<file path="config.mk">
export PLATFORM = sky130hd
export DESIGN_NAME = aclkgen_top
export DESIGN_NICKNAME = d
export VERILOG_FILES = /design/src/rtl/aclkgen_pkg.sv /design/src/rtl/aclkgen_bitclk.sv /design/src/rtl/aclkgen_frame.sv /design/src/rtl/aclkgen_follow.sv /design/src/rtl/aclkgen_top.sv
export SDC_FILE = /design/constraint.sdc
export NUM_CORES = 1
export LEC_CHECK = 0
export BUFFER_PORTS_ARGS = -buffer_cell sky130_fd_sc_hd__buf_4
export CAP_MARGIN = 20
export CORE_ASPECT_RATIO = 1.25
export CORE_MARGIN = 8
export CORE_UTILIZATION = 44
export CTS_CLUSTER_SIZE = 24
export DETAILED_ROUTE_END_ITERATION = 12
export PLACE_DENSITY = 0.72
export SETUP_SLACK_MARGIN = 0.3
export SLEW_MARGIN = 40
export SYNTH_ARGS = -nofsm -noshare
export SYNTH_HDL_FRONTEND = slang
export SYNTH_SLANG_ARGS = --single-unit
</file>
<file path="constraint.sdc">
create_clock -name clk -period 10.9 [get_ports clk]
set_input_delay 1.09 -clock clk [delete_from_list [all_inputs] [get_ports clk]]
set_output_delay 1.09 -clock clk [all_outputs]
set_load 0.005 [all_outputs]
</file>
<file path="src/rtl/aclkgen_pkg.sv">
package aclkgen_pkg;

  localparam int CFG_W         = 16;
  localparam int MAX_RATIO     = 192;
  localparam int MAX_FRAME     = 256;
  localparam int DIV_CNT_W     = $clog2(MAX_RATIO);
  localparam int IDX_W         = $clog2(MAX_FRAME);
  localparam int RATIO_W       = DIV_CNT_W + 1;
  localparam int FBITS_W       = IDX_W + 4;
  localparam logic [3:0] BDIV_MAX_CODE = 4'd13;
  localparam logic [2:0] FLEN_MAX_CODE = 3'd4;

  typedef enum logic [1:0] {
    FMT_I2S = 2'd0,
    FMT_LJ  = 2'd1,
    FMT_RJ  = 2'd2,
    FMT_DSP = 2'd3
  } fmt_e;

  // Field order follows the bit positions of the configuration word.
  typedef struct packed {
    logic       master;   // 15
    logic       inv_lr;   // 14
    logic       inv_bit;  // 13
    logic [3:0] bdiv;     // 12:9
    logic [2:0] flen;     // 8:6
    logic [1:0] wsize;    // 5:4
    fmt_e       fmt;      // 3:2
    logic [1:0] spare;    // 1:0
  } cfg_t;

  // Divider ratio: 1, 2, then powers of two on even codes and
  // three times a power of two on odd codes.
  function automatic logic [RATIO_W-1:0] bdiv_ratio(input logic [3:0] code);
    logic [RATIO_W-1:0] r;
    if (code == 4'd0)
      r = RATIO_W'(1);
    else if (code == 4'd1)
      r = RATIO_W'(2);
    else if (!code[0])
      r = RATIO_W'(1) << ({1'b0, code[3:1]} + 4'd1);
    else
      r = RATIO_W'(3) << code[3:1];
    return r;
  endfunction

  function automatic logic [FBITS_W-1:0] frame_bits(input logic [2:0] code);
    return FBITS_W'(16) << code;
  endfunction

  // Frame-clock level (before polarity) for bit index idx of a frame
  // whose last index is last.
  function automatic logic lrck_shape(input fmt_e fmt, input logic dsp_b,
                                      input logic [IDX_W-1:0] idx,
                                      input logic [IDX_W-1:0] last);
    logic [IDX_W-1:0] half;
    logic r;
    half = (last >> 1) + IDX_W'(1);
    case (fmt)
      FMT_I2S: r = (idx >= half - IDX_W'(1)) && (idx != last);
      FMT_DSP: r = dsp_b ? (idx == '0) : (idx == last);
      default: r = (idx < half);
    endcase
    return r;
  endfunction

endpackage

</file>
<file path="src/rtl/aclkgen_bitclk.sv">
module aclkgen_bitclk #(
  parameter int DIV_W = aclkgen_pkg::DIV_CNT_W
) (
  input  logic             clk,
  input  logic             rst_n,
  input  logic             run,
  input  logic [DIV_W-1:0] half_last,
  output logic             bclk_r,
  output logic             tick,
  output logic             fall,
  output logic             cnt_zero
);

  logic [DIV_W-1:0] cnt;

  assign tick     = run && (cnt == half_last);
  assign fall     = tick && bclk_r;
  assign cnt_zero = (cnt == '0);

  always_ff @(posedge clk) begin
    if (!rst_n || !run) begin
      cnt    <= '0;
      bclk_r <= 1'b0;
    end else if (tick) begin
      cnt    <= '0;
      bclk_r <= ~bclk_r;
    end else begin
      cnt    <= cnt + DIV_W'(1);
    end
  end

  AST_HALF_BOUND: assert property (@(posedge clk) disable iff (!rst_n)
    run |-> cnt <= half_last);

endmodule

</file>
<file path="src/rtl/aclkgen_frame.sv">
module aclkgen_frame
  import aclkgen_pkg::*;
#(
  parameter int IW = aclkgen_pkg::IDX_W
) (
  input  logic          clk,
  input  logic          rst_n,
  input  logic          run,
  input  logic          fall,
  input  logic [IW-1:0] idx_last,
  input  fmt_e          fmt,
  input  logic          dsp_b,
  output logic [IW-1:0] bit_idx,
  output logic          frame_end,
  output logic          lrck_raw
);

  assign frame_end = fall && (bit_idx == idx_last);
  assign lrck_raw  = run && lrck_shape(fmt, dsp_b, bit_idx, idx_last);

  always_ff @(posedge clk) begin
    if (!rst_n || !run)
      bit_idx <= '0;
    else if (fall)
      bit_idx <= frame_end ? '0 : bit_idx + IW'(1);
  end

  AST_IDX_BOUND: assert property (@(posedge clk) disable iff (!rst_n)
    run |-> bit_idx <= idx_last);

endmodule

</file>
<file path="src/rtl/aclkgen_follow.sv">
module aclkgen_follow
  import aclkgen_pkg::*;
#(
  parameter int SYNC_STAGES = 2
) (
  input  logic clk,
  input  logic rst_n,
  input  logic en,
  input  logic bclk_in,
  input  logic lrck_in,
  input  logic inv_bit,
  input  logic inv_lr,
  input  fmt_e fmt,
  output logic hit
);

  localparam int SMSB = SYNC_STAGES - 1;

  logic [SMSB:0] bsync, lsync;
  logic b_now, b_prev, rise, lvl, active, smp;

  generate
    if (SYNC_STAGES > 1) begin : g_chain
      always_ff @(posedge clk) begin
        if (!rst_n || !en) begin
          bsync <= '0;
          lsync <= '0;
        end else begin
          bsync <= {bsync[SMSB-1:0], bclk_in};
          lsync <= {lsync[SMSB-1:0], lrck_in};
        end
      end
    end else begin : g_single
      always_ff @(posedge clk) begin
        if (!rst_n || !en) begin
          bsync <= '0;
          lsync <= '0;
        end else begin
          bsync <= bclk_in;
          lsync <= lrck_in;
        end
      end
    end
  endgenerate

  assign b_now  = bsync[SMSB] ^ inv_bit;
  assign rise   = b_now && !b_prev;
  assign lvl    = lsync[SMSB] ^ (inv_lr && (fmt != FMT_DSP));
  assign active = (fmt == FMT_I2S) ? !lvl : lvl;

  always_ff @(posedge clk) begin
    if (!rst_n || !en) begin
      b_prev <= 1'b0;
      smp    <= 1'b0;
      hit    <= 1'b0;
    end else begin
      b_prev <= b_now;
      hit    <= rise && active && !smp;
      if (rise)
        smp <= active;
    end
  end

  AST_HIT_PULSE: assert property (@(posedge clk) disable iff (!rst_n)
    hit |=> !hit);

endmodule

</file>
<file path="src/rtl/aclkgen_top.sv">
module aclkgen_top
  import aclkgen_pkg::*;
#(
  parameter int SYNC_STAGES = 2
) (
  input  logic             clk,
  input  logic             rst_n,
  input  logic             cfg_we,
  input  logic [CFG_W-1:0] cfg_wdata,
  input  logic             bclk_in,
  input  logic             lrck_in,
  output logic             bclk_out,
  output logic             lrck_out,
  output logic             bclk_oe,
  output logic             frame_start,
  output logic             cfg_err
);

  cfg_t act_q, pend_q;
  logic pend_vld_q;

  logic codes_ok, running, load_cfg, is_dsp;
  logic bclk_raw, bit_tick, bit_fall, cnt_zero;
  logic frame_end, lrck_raw, slave_hit, master_fs;
  logic [DIV_CNT_W-1:0] half_last;
  logic [IDX_W-1:0]     idx_last, bit_idx;
  logic                 unused_fields;

  assign codes_ok  = (act_q.bdiv <= BDIV_MAX_CODE) && (act_q.flen <= FLEN_MAX_CODE);
  assign running   = act_q.master && codes_ok;
  assign cfg_err   = act_q.master && !codes_ok;
  assign is_dsp    = (act_q.fmt == FMT_DSP);
  assign half_last = DIV_CNT_W'(bdiv_ratio(act_q.bdiv) - RATIO_W'(1));
  assign idx_last  = IDX_W'(frame_bits(act_q.flen) - FBITS_W'(1));
  assign load_cfg  = pend_vld_q && (!running || frame_end);
  assign unused_fields = ^{act_q.wsize, act_q.spare, bit_tick};

  // Shadow register and frame-aligned hand-over.
  always_ff @(posedge clk) begin
    if (!rst_n) begin
      act_q      <= '0;
      pend_q     <= '0;
      pend_vld_q <= 1'b0;
    end else begin
      if (load_cfg)
        act_q <= pend_q;
      if (cfg_we) begin
        pend_q     <= cfg_t'(cfg_wdata);
        pend_vld_q <= 1'b1;
      end else if (load_cfg) begin
        pend_vld_q <= 1'b0;
      end
    end
  end

  aclkgen_bitclk #(.DIV_W(DIV_CNT_W)) u_bitclk (
    .clk       (clk),
    .rst_n     (rst_n),
    .run       (running),
    .half_last (half_last),
    .bclk_r    (bclk_raw),
    .tick      (bit_tick),
    .fall      (bit_fall),
    .cnt_zero  (cnt_zero)
  );

  aclkgen_frame #(.IW(IDX_W)) u_frame (
    .clk       (clk),
    .rst_n     (rst_n),
    .run       (running),
    .fall      (bit_fall),
    .idx_last  (idx_last),
    .fmt       (act_q.fmt),
    .dsp_b     (act_q.inv_lr),
    .bit_idx   (bit_idx),
    .frame_end (frame_end),
    .lrck_raw  (lrck_raw)
  );

  aclkgen_follow #(.SYNC_STAGES(SYNC_STAGES)) u_follow (
    .clk     (clk),
    .rst_n   (rst_n),
    .en      (!act_q.master),
    .bclk_in (bclk_in),
    .lrck_in (lrck_in),
    .inv_bit (act_q.inv_bit),
    .inv_lr  (act_q.inv_lr),
    .fmt     (act_q.fmt),
    .hit     (slave_hit)
  );

  assign master_fs   = running && (bit_idx == '0) && !bclk_raw && cnt_zero;
  assign bclk_oe     = act_q.master;
  assign bclk_out    = act_q.master && (bclk_raw ^ act_q.inv_bit);
  assign lrck_out    = act_q.master && (lrck_raw ^ (act_q.inv_lr && !is_dsp));
  assign frame_start = act_q.master ? master_fs : slave_hit;

  AST_LOAD_AT_EDGE: assert property (@(posedge clk) disable iff (!rst_n)
    (running && load_cfg) |-> frame_end);

  AST_ERR_FROZEN: assert property (@(posedge clk) disable iff (!rst_n)
    (cfg_err && $past(cfg_err) && !$past(load_cfg)) |->
      ($stable(bclk_out) && $stable(lrck_out)));

  AST_FS_PULSE: assert property (@(posedge clk) disable iff (!rst_n)
    (frame_start && bclk_oe) |=> !frame_start);

endmodule

</file>
# Word level (Yosys, flattened, before mapping)
# Cells that the tools add are included.
# word_totals
rom_bits	0
ff_bits	49
output_inout_bits	5
wordCells	92
mem_bits_rw	0
latch_bits	0
memories	0
# classes
add_sub_neg	7
reduce_logical	36
div_mod_pow	0
n_shift	3
mul	0
n_lt_le_gt_ge	4
mux	10
n_eq_ne	6
bitwise_logic	5
# ops
operator	n
two-way mux 8 bit	4
subtractor 8 x 1 -> 8 bit, second input constant	3
logical AND 1 bit	19
adder 8 x 1 -> 8 bit, second input constant	2
== test 8 bit	2
zero test 8 bit	2
adder 7 x 1 -> 8 bit, second input constant	1
greater-or-equal comparator 8 bit	1
zero test 1 bit	8
< comparator 8 bit	1
inequality test 8 bit	1
<< shifter 1 x 4 -> 8 bit, first input constant	1
<< shifter 2 x 3 -> 8 bit, first input constant	1
<< shifter 5 x 3 -> 8 bit, first input constant	1
two-way mux 1 bit	5
adder 3 x 1 -> 4 bit, second input constant	1
== test 4 x 1 -> 1 bit, second input constant	1
<= comparator 4 bit, second input constant	1
zero test 4 bit	1
bitwise XOR 1 bit	4
<= comparator 3 bit, second input constant	1
logical OR 1 bit	3
== test 2 bit, second input constant	1
zero test 2 bit	1
other kinds (5)	5

# Logic depth before layout (Yosys ltp)
# Gate-level depths: netlist (run 1).
# logic_depth
ltp_word	14
depth_mapped	15
depth_no_buf	14

# By module
# A second synthesis (run 1) with hierarchy kept.
# hier_totals
cells_unflattened	396
hier_area_um2	3495.9
# by_module_without_submodules
module	cells_per_inst	area_per_inst_um2	seq_area_each_um2	n_inst
aclkgen_top	175	1572.8	500.5	1
aclkgen_frame	146	1156.1	160.2	1
aclkgen_bitclk	54	518.0	180.2	1
aclkgen_follow	21	249.0	140.1	1

# Worst setup path before layout (run 1)
# No wires, ideal clock.
# synth_timing
path_kind	register -> output
from	reg act_q[8] (netlist bit)
to	out lrck_out
slack_ns	6.963
t_required_ns	9.810
arrival_time_ns	2.847
stages_incl_launch_ff	16
path_buffers	1
cell_sequence	dfxtp_1 > clkbuf_1 > nor3_2 > inv_1 > ha_1 > xnor2_1 > ha_1 > o21a_1 > o21a_1 > o21a_1 > o21a_1 > o21ai_0 > nand2_1 > a21oi_1 > xor2_1 > and2_1
# synth_via
elab_chain_cells	10
# synth_lines
item	line	source
start, declared	aclkgen_top.sv:19	cfg_t act_q, pend_q;
start signal, assigned	aclkgen_top.sv:46	act_q <= pend_q;
<< shifter 5 x 3 -> 8 bit	aclkgen_pkg.sv:48	return FBITS_W'(16) << code;
subtractor 8 x 1 -> 8 bit	aclkgen_top.sv:34	assign idx_last = IDX_W'(frame_bits(act_q.flen) - FBITS_W'(1));
adder 7 x 1 -> 8 bit	aclkgen_pkg.sv:58	half = (last >> 1) + IDX_W'(1);
subtractor 8 x 1 -> 8 bit	aclkgen_pkg.sv:60	FMT_I2S: r = (idx >= half - IDX_W'(1)) && (idx != last);
greater-or-equal comparator 8 bit	aclkgen_pkg.sv:60	
logical AND 1 bit	aclkgen_pkg.sv:60	
one-hot mux 1 bit (2 select lines)	aclkgen_pkg.sv:59	case (fmt)
logical AND 1 bit *	aclkgen_frame.sv:19	assign lrck_raw = run && lrck_shape(fmt, dsp_b, bit_idx, idx_last);
bitwise XOR 1 bit *	aclkgen_top.sv:95	assign lrck_out = act_q.master && (lrck_raw ^ (act_q.inv_lr && !is_dsp));
logical AND 1 bit *	aclkgen_top.sv:95	
end, declared	aclkgen_top.sv:13	output logic lrck_out,
# Mark *: on every way between the ends. The rest lies on a longest branch, timed or not.

# Worst setup path after layout (run 1)
# Ends and elaborated chain as after synthesis.

==> impl_metrics.env, run 1 <==
export IMPL_status="completed"
export IMPL_cts_buffers=5
export IMPL_core_sq_um=7310
export IMPL_syn_area_per_cell_sq_um=8.95
export IMPL_ys_ff_latch=49
export IMPL_rsz0062_at_grt="false"
export IMPL_multi_input_area_sq_um=2150
export IMPL_first_global_vias=2540
export IMPL_globalRouteTotalUtil=0.127
export IMPL_final_antenna_net_count=0
export IMPL_place_area_sq_um=3470
export IMPL_grt_overflow_total=0
export IMPL_fin_crit_ns=4.56
export IMPL_ys_top_cells_by_area="dfxtp_1, ha_1, mux2i_1, xnor2_1, nand2_1"
export IMPL_antenna_found_initial=0
export IMPL_cts_max_level=2
export IMPL_num_rows=35
export IMPL_yosysSeqAreaShare=0.298
export IMPL_nFillCells=682
export IMPL_clk_latency_ns=0.31
export IMPL_hold_class="flip-flop to flip-flop"
export IMPL_reg2reg_slack_ns=6.73
export IMPL_timing_setup_tns_ns=0
export IMPL_critPathKind="flip-flop to output pin"
export IMPL_io_pins=26
export IMPL_crit_path_end_kind="output pin"
export IMPL_clock_sinks=49
export IMPL_power_frac_seq=0.491
export IMPL_p_comb_frac=0.163
export IMPL_swShare=0.260
export IMPL_skew_ns=0.0135
export IMPL_post_dp_hpwl_microns=4880
export IMPL_slowest_delay_ns=0.43
export IMPL_wirelength_microns=6490
export IMPL_nets=424
export IMPL_finalSetupViolations=0
export IMPL_cts_max_path_buffers=2
export IMPL_gp_congestion=0.791
export IMPL_start_kind="flip-flop"
export IMPL_syn_to_final_growth_pct=9.31
export IMPL_max_slew_margin=0.627
export IMPL_synth_edf_count=0
export IMPL_clk_pin_slew_ns=0.10
export IMPL_syn_inst=368
export IMPL_dieArea_sq_um=10500
export IMPL_p_int_mw=0.291
export IMPL_final_area_sq_um=3600
export IMPL_grt_pass1_wl_microns=11200
export IMPL_clkPwrFrac=0.346
export IMPL_antenna_cells=0
export IMPL_tightest_slew_ns=0.559
export IMPL_post_synth_top_count_cell="dfxtp_1"
export IMPL_slew_viol_final=0
export IMPL_path_cells="nor3_2 -> inv_1 -> ha_1 -> xnor2_1 -> ha_1 -> o21a_1 -> o21a_1 -> o21a_1 -> o21a_1 -> o21ai_0 -> nand2_1 -> a21oi_1 -> xor2_1 -> and2_1 -> buf_4"
export IMPL_wl_per_cell_microns=13.7
export IMPL_synthDominantAreaCellType="dfxtp_1"
export IMPL_p_switching_mw=0.102
export IMPL_synth_top_area_frac=0.298
export IMPL_first_pass_iters=4
export IMPL_irDropWorstVdd_mv=0.0944
export IMPL_p_leak_nw=1.37
export IMPL_crit_fanout=7
export IMPL_io_buffer_count=21
export IMPL_cts_tree="yes"
export IMPL_cpMaxStageDelayCell="nor3_2"
export IMPL_p_per_area_nw_per_um2=109
export IMPL_required_ns=9.81
export IMPL_viasPerCell=5.31
export IMPL_power_mw=0.393
export IMPL_ys_types=62
export IMPL_drive_above_1_share=0.139
export IMPL_grt_max_degree=41
export IMPL_ctsHoldBuffers=0
export IMPL_synth_area_sq_um=3290
export IMPL_regArea_sq_um=981
export IMPL_die_h_microns=113
export IMPL_die_x_microns=93.4
export IMPL_cts_setup_buffers=0
export IMPL_first_iter_violations=123
export IMPL_cts_resized=0
export IMPL_ys_flop_type="dfxtp_1"
export IMPL_maxCapViolCount=0
export IMPL_ys_warn_count=0
export IMPL_crit_path_frequent_cell="o21a_1"
export IMPL_vias=2510
export IMPL_async_flop_share=0
export IMPL_synthTopCellsByCount="dfxtp_1, nand2_1, xnor2_1"
export IMPL_crit_arrival_ns=3.47
export IMPL_max_freq_ghz=0.219
export IMPL_synth_nets=412
export IMPL_initial_core_util=0.450
export IMPL_r2r_cells=13
export IMPL_clockRootBuffer="clkbuf_8"
export IMPL_hold_violations=0
export IMPL_timing_final_crit_share=0.418
export IMPL_drc_errors=0
export IMPL_holdPathStages=1
state kept, by name (all words and copies together) (netlist names), 2 cells and up:
register,cells
u_follow.lsync,2
u_frame.bit_idx,8
u_bitclk.cnt,8
u_follow.bsync,2
act_q,11
pend_q,12
layout make-up:
type / count / area share
inverters: 19 / 0.0198
well taps: 92 / 0.0320
clock inverters: 2 / 0.0104
repair buffers: 21 / 0.0438
clock buffers: 6 / 0.0229
flip-flops and latches: 49 / 0.273
multi-input cells: 284 / 0.599
routing by layer:
metal	vias up	track usage	share of wire
li1	1310	-	-
met1	1153	0.150	0.47
met2	36	0.215	0.48
met3	11	0.0258	0.023
met4	0	0.0517	0.022
met5	-	0	0
final timing paths:
kind                                        to                         start
setup / recovery                      lrck_out         act_q[8]$_SDFFE_PN0P_
setup reg to reg         act_q[6]$_SDFFE_PN0P_        act_q[11]$_SDFFE_PN0P_
hold / removal    u_follow.bsync[1]$_SDFF_PP0_  u_follow.bsync[0]$_SDFF_PP0_
hold reg to reg   u_follow.bsync[1]$_SDFF_PP0_  u_follow.bsync[0]$_SDFF_PP0_
cells by family (layout without fill, tap and decap cells):
logic type | after synthesis | in the layout | synth area share
compound gates | 49 | 49 | 0.128
xor+xnor | 36 | 36 | 0.0957
fa+ha+maj | 23 | 23 | 0.0874
buf+inv | 35 | 48 | 0.0498
flops | 49 | 49 | 0.298
mux | 28 | 28 | 0.0862
simple gates | 148 | 148 | 0.255
power groups by stage:
stage                     logic (mW)  registers (mW)  clock network (mW)
after CTS                     0.0643           0.193               0.139
after global placement        0.0622           0.197                   0
after detailed placement      0.0641           0.197                   0
final                         0.0640           0.193               0.136
after global routing          0.0707           0.195               0.146
after floorplan               0.0534           0.193                   0
layout by cell type, fill, tap and decap left out, types with 2 or more instances in the layout:
cell | Yosys | final
dfxtp_1 | 49 | 49
mux2_2 | 3 | 3
nor2b_1 | 18 | 18
a22oi_1 | 2 | 2
xnor2_1 | 26 | 26
nand2b_1 | 4 | 4
clkbuf_8 | 0 | 6
a21oi_1 | 6 | 6
and2_1 | 6 | 6
nor3b_2 | 2 | 2
buf_4 | 1 | 21
o21ai_0 | 9 | 9
o21a_4 | 2 | 2
o21a_1 | 8 | 8
xor2_1 | 10 | 10
nor4_1 | 11 | 10
o211ai_4 | 2 | 2
and3_1 | 6 | 6
inv_1 | 17 | 17
mux2i_1 | 25 | 25
nor3_1 | 11 | 11
ha_1 | 23 | 23
nand4_1 | 5 | 5
nor2_1 | 20 | 20
o211ai_1 | 3 | 3
nor3_4 | 2 | 2
nand3_1 | 13 | 13
nand2_1 | 39 | 39
per-stage QoR:
stage               std cells  setup slack (ns)  utilization  hold WS (ns)
CTS                       473              6.18        0.491         0.429
detailed placement        465              6.51        0.475         0.410
global placement          465              6.55        0.475         0.406
finish                    473              6.34        0.492         0.418
floorplan                 368              6.96            -         0.391
global route              473              6.11        0.492         0.455
worst max-delay path, delay by kind of cell (launching register included):
family,cells,cell delay [ns]
compound gates,6,0.88
xor+xnor,2,0.31
flops,1,0.39
simple gates,3,0.65
buf+inv,2,0.23
fa+ha+maj,2,0.69
Power figures use the tool's default switching activity.
==> run 2: changes to the inputs <==
- clock period: 10.9 -> 4.4 ns (I/O delays scaled with it)
==> impl_metrics.env, run 2 (same netlist as run 1, synthesis figures left out) <==
export IMPL_initial_core_util=0.450
export IMPL_slowest_delay_ns=0.40
export IMPL_swShare=0.267
export IMPL_timing_setup_tns_ns=0
export IMPL_final_antenna_net_count=0
export IMPL_wl_met3_microns=202
export IMPL_routed_top_layer="met4"
export IMPL_clk_latency_ns=0.31
export IMPL_grt_overflow_total=0
export IMPL_first_iter_violations=116
export IMPL_drc_errors=0
export IMPL_gp_congestion=0.829
export IMPL_clock_sinks=49
export IMPL_tightest_slew_ns=0.538
export IMPL_core_sq_um=7310
export IMPL_p_switching_mw=0.258
export IMPL_top_regs="pend_q: 12 flops, act_q: 11 flops"
export IMPL_skew_ns=0.00885
export IMPL_crit_fanout=5
export IMPL_final_cells=478
export IMPL_crit_arrival_ns=3.26
export IMPL_first_global_vias=2477
export IMPL_clockRootBuffer="clkbuf_8"
export IMPL_cts_buffers=5
export IMPL_io_pins=26
export IMPL_cpMaxStageDelayCell="ha_1"
export IMPL_start_kind="flip-flop"
export IMPL_grt_pass1_wl_microns=11200
export IMPL_power_frac_seq=0.492
export IMPL_maxCapViolCount=0
export IMPL_wl_per_cell_microns=13.3
export IMPL_cts_max_level=2
export IMPL_power_mw=0.967
export IMPL_clk_pin_slew_ns=0.09
export IMPL_rsz0062_at_grt="false"
export IMPL_final_cell_mix="dfxtp_1, nand2_1, xnor2_1, buf_4, mux2i_1"
export IMPL_cts_max_path_buffers=2
export IMPL_ctsHoldBuffers=0
export IMPL_max_slew_margin=0.641
export IMPL_irDropWorstVdd_mv=0.214
export IMPL_hold_violations=0
export IMPL_die_x_microns=93.4
export IMPL_max_freq_ghz=0.270
export IMPL_vias=2557
export IMPL_path_cells="nor3_4 -> inv_1 -> ha_1 -> xnor2_1 -> ha_1 -> o21a_1 -> o21a_1 -> o21a_1 -> o21a_1 -> o21ai_0 -> nand2_1 -> a21oi_1 -> xor2_1 -> and2_1 -> buf_4"
export IMPL_io_buffer_count=21
export IMPL_p_leak_nw=1.39
export IMPL_nets=429
export IMPL_clkPwrFrac=0.339
export IMPL_finalSetupViolations=0
export IMPL_viasPerCell=5.35
export IMPL_multi_input_area_sq_um=2150
export IMPL_num_rows=35
export IMPL_antenna_cells=0
export IMPL_dpl_cell_count=468
export IMPL_first_pass_iters=4
export IMPL_status="completed"
export IMPL_p_per_area_nw_per_um2=266
export IMPL_post_dp_hpwl_microns=4900
export IMPL_timing_final_crit_share=0.841
export IMPL_antenna_found_initial=0
export IMPL_regArea_sq_um=981
export IMPL_grt_max_degree=41
export IMPL_min_from="lrck_in"
export IMPL_slew_viol_final=0
export IMPL_hold_class="input pin to flip-flop"
export IMPL_globalRouteTotalUtil=0.126
export IMPL_cp_top_family="compound AO/OA/AOI/OAI gates"
export IMPL_critPathKind="flip-flop to output pin"
export IMPL_dieArea_sq_um=10500
export IMPL_cp_startpoint="act_q[7]$_SDFFE_PN0P_"
export IMPL_largest_reg_flops=12
export IMPL_syn_to_final_growth_pct=10.3
export IMPL_p_comb_frac=0.168
export IMPL_p_int_mw=0.709
export IMPL_regMostFlops="pend_q"
export IMPL_crit_path_end_kind="output pin"
export IMPL_nFillCells=682
export IMPL_die_h_microns=113
export IMPL_cp_buffers_inverters=2
export IMPL_drive_above_1_share=0.148
export IMPL_final_common_cell="dfxtp_1"
export IMPL_crit_path_frequent_cell="o21a_1"
export IMPL_cts_tree="yes"
export IMPL_wl_met1_microns=2910
export IMPL_fin_crit_ns=3.70
export IMPL_r2r_start="act_q[10]$_SDFFE_PN0P_"
export IMPL_required_ns=3.96
export IMPL_dr_wl_met2_microns=3170
export IMPL_wirelength_microns=6360
run 2: cell count changes in the layout (fill, tap and decap cells not counted):
cell      change
buf_4         +5
nor4_1        +1
nor4_2        -1
clkinv_4      +1
nor3_4        +1
clkbuf_8      -1
nor3_2        -1
run 2: metal layers:
metal  vias to the layer above  GRT usage
met5                         -          0
met4                         0     0.0334
met3                         8     0.0265
met2                        40      0.219
met1                      1195      0.150
li1                       1314          -
run 2: cell type report:
cell class,instances,area share
Clock buffer,5,0.0189
Timing Repair Buffer,26,0.0537
Inverter,19,0.0196
Multi-Input combinational cell,284,0.593
Sequential cell,49,0.270
Clock inverter,3,0.0127
Tap cell,92,0.0317
run 2: worst paths after layout:
kind                                   to  slack [ns]  cells past startpoint
max reg2reg         act_q[7]$_SDFFE_PN0P_        0.75                     13
min          u_follow.lsync[0]$_SDFF_PP0_        0.33                      2
min reg2reg  u_follow.lsync[1]$_SDFF_PP0_        0.43                      1
max                              lrck_out        0.70                     15
run 2: what timing repair did:
action	4_1_cts	5_1_grt
gates resized for setup	0	1
buffers inserted	0	2
hold endpoints to repair	0	0
setup endpoints to repair	0	1
run 2: metrics by stage:
stage	cell area, sq um	worst slack [ns]	utilization	hold WS [ns]
after global routing	3630	0.400	0.497	0.321
after CTS	3610	0.404	0.494	0.312
final	3630	0.699	0.497	0.326
after global placement	3500	0.804	0.478	0.408
after detailed placement	3500	0.758	0.478	0.410
after floorplan	3290	0.965	-	0.391
run 2: power groups by stage:
stage / clock network [mW] / registers [mW] / logic, mW
floorplan: 0 / 0.479 / 0.132
global placement: 0 / 0.486 / 0.157
detailed placement: 0 / 0.486 / 0.162
CTS: 0.341 / 0.476 / 0.163
global route: 0.355 / 0.479 / 0.180
finish: 0.328 / 0.476 / 0.163
==> run 3: changes to the inputs <==
- clock period: 4.4 -> 3.6 ns (I/O delays scaled with it)
==> impl_metrics.env, run 3 (same netlist as run 1, synthesis figures left out) <==
export IMPL_cts_max_level=2
export IMPL_syn_to_final_growth_pct=20.5
export IMPL_initial_core_util=0.450
export IMPL_start_kind="flip-flop"
export IMPL_dr_wl_met2_microns=3600
export IMPL_critPathKind="flip-flop to output pin"
export IMPL_crit_fanout=4
export IMPL_p_per_area_nw_per_um2=293
export IMPL_die_x_microns=93.4
export IMPL_cts_max_path_buffers=2
export IMPL_wirelength_microns=7090
export IMPL_finalSetupViolations=0
export IMPL_wl_per_cell_microns=14.1
export IMPL_final_common_cell="buf_4"
export IMPL_antenna_found_initial=0
export IMPL_fin_crit_ns=3.29
export IMPL_io_pins=26
export IMPL_crit_path_end_kind="output pin"
export IMPL_grt_overflow_total=0
export IMPL_first_iter_violations=121
export IMPL_final_area_sq_um=3970
export IMPL_maxCapViolCount=0
export IMPL_regMostFlops="pend_q"
export IMPL_viasPerCell=5.33
export IMPL_cts_buffers=5
export IMPL_globalRouteTotalUtil=0.136
export IMPL_grt_max_degree=41
export IMPL_routed_top_layer="met4"
export IMPL_nets=455
export IMPL_hold_violations=0
export IMPL_max_freq_ghz=0.304
export IMPL_first_global_vias=2640
export IMPL_io_buffer_count=21
export IMPL_cts_tree="yes"
export IMPL_timing_final_crit_share=0.915
export IMPL_p_leak_nw=1.52
export IMPL_vias=2687
export IMPL_skew_ns=0.00453
export IMPL_status="completed"
export IMPL_antenna_cells=0
export IMPL_largest_reg_flops=12
export IMPL_power_mw=1.16
export IMPL_hold_class="input pin to flip-flop"
export IMPL_die_h_microns=113
export IMPL_clk_latency_ns=0.31
export IMPL_first_pass_iters=4
export IMPL_max_slew_margin=0.639
export IMPL_wl_met1_microns=3240
export IMPL_core_sq_um=7310
export IMPL_dieArea_sq_um=10500
export IMPL_required_ns=3.24
export IMPL_crit_arrival_ns=2.93
export IMPL_drc_errors=0
export IMPL_clockRootBuffer="clkbuf_8"
export IMPL_top_regs="pend_q: 12 flops, act_q: 11 flops"
export IMPL_place_area_sq_um=3580
export IMPL_irDropWorstVdd_mv=0.243
export IMPL_gp_congestion=0.891
export IMPL_clock_sinks=49
export IMPL_grt_pass1_wl_microns=12000
export IMPL_ctsHoldBuffers=0
export IMPL_tightest_slew_ns=0.537
export IMPL_final_antenna_net_count=0
export IMPL_rsz0062_at_grt="true"
export IMPL_wl_met3_microns=156
export IMPL_clk_pin_slew_ns=0.09
export IMPL_post_dp_hpwl_microns=5040
export IMPL_drive_above_1_share=0.269
export IMPL_num_rows=35
export IMPL_final_cell_mix="buf_4, dfxtp_1, nand2_1, xnor2_1, mux2i_1"
export IMPL_slew_viol_final=0
export IMPL_timing_setup_tns_ns=0
==> run 3: changes by cell type in the layout (fill, tap and decap cells not counted), sizes merged <==
cell	before	now
inv	18	19
buf	26	51
o21a	10	11
bufinv	1	0
==> run 3: final cells by class <==
class / instances / area [sq um]
Timing Repair Buffer: 51 / 390
Fill cell: 650 / 3340
Sequential cell: 49 / 997
Inverter: 19 / 71.3
Tap cell: 92 / 115
Clock buffer: 5 / 68.8
Clock inverter: 3 / 21.3
Multi-Input combinational cell: 285 / 2300
==> run 3: metrics by stage <==
step | setup WS (ns) | cells | hold WS, ns | util
floorplan | 0.313 | 368 | 0.391 | -
global placement | 0.187 | 478 | 0.404 | 0.489
detailed placement | 0.0545 | 478 | 0.413 | 0.489
CTS | 0.297 | 498 | 0.235 | 0.527
global route | 0.147 | 504 | 0.252 | 0.543
finish | 0.306 | 504 | 0.247 | 0.543
==> run 3: where the power goes <==
part	switching (mW)	internal [mW]
Clock	0.194	0.138
Sequential	0.0207	0.561
Combinational	0.122	0.130
Total	0.336	0.829
==> run 3: final timing paths <==
kind / slack (ns) / from / cells after the start / to
worst max-delay path: 0.31 / act_q[8]$_SDFFE_PN0P_ / 15 / lrck_out
worst min-delay path: 0.25 / lrck_in / 2 / u_follow.lsync[0]$_SDFF_PP0_
worst min register to register: 0.43 / u_follow.smp$_SDFFE_PP0P_ / 1 / u_follow.hit$_SDFF_PP0_
worst max register to register: 0.38 / act_q[11]$_SDFFE_PN0P_ / 13 / act_q[10]$_SDFFE_PN0P_
==> run 3: critical path: stages (launching register included) <==
cell and delay, ns:
dfxtp_4 0.37, nor3_4 0.19, inv_2 0.08, ha_4 0.30, xnor2_2 0.11, ha_1 0.24
o21a_1 0.10, o21a_1 0.16, o21a_1 0.16, o21a_1 0.17, o21ai_1 0.11, nand2_1 0.07
a21oi_2 0.13, xor2_1 0.15, and2_1 0.17, buf_4 0.12
==> run 3: routing by layer <==
layer / vias up / track usage
li1: 1373 / -
met1: 1270 / 0.164
met2: 36 / 0.236
met3: 8 / 0.0212
met4: 0 / 0.0474
met5: - / 0
==> run 3: timing repair <==
action                                  in CTS  in global routing
endpoints found under the setup margin      29                 31
setup buffers                               11                  6
pin swaps                                   11                 13
gates resized for setup                     25                 17
cloned                                       1                  0
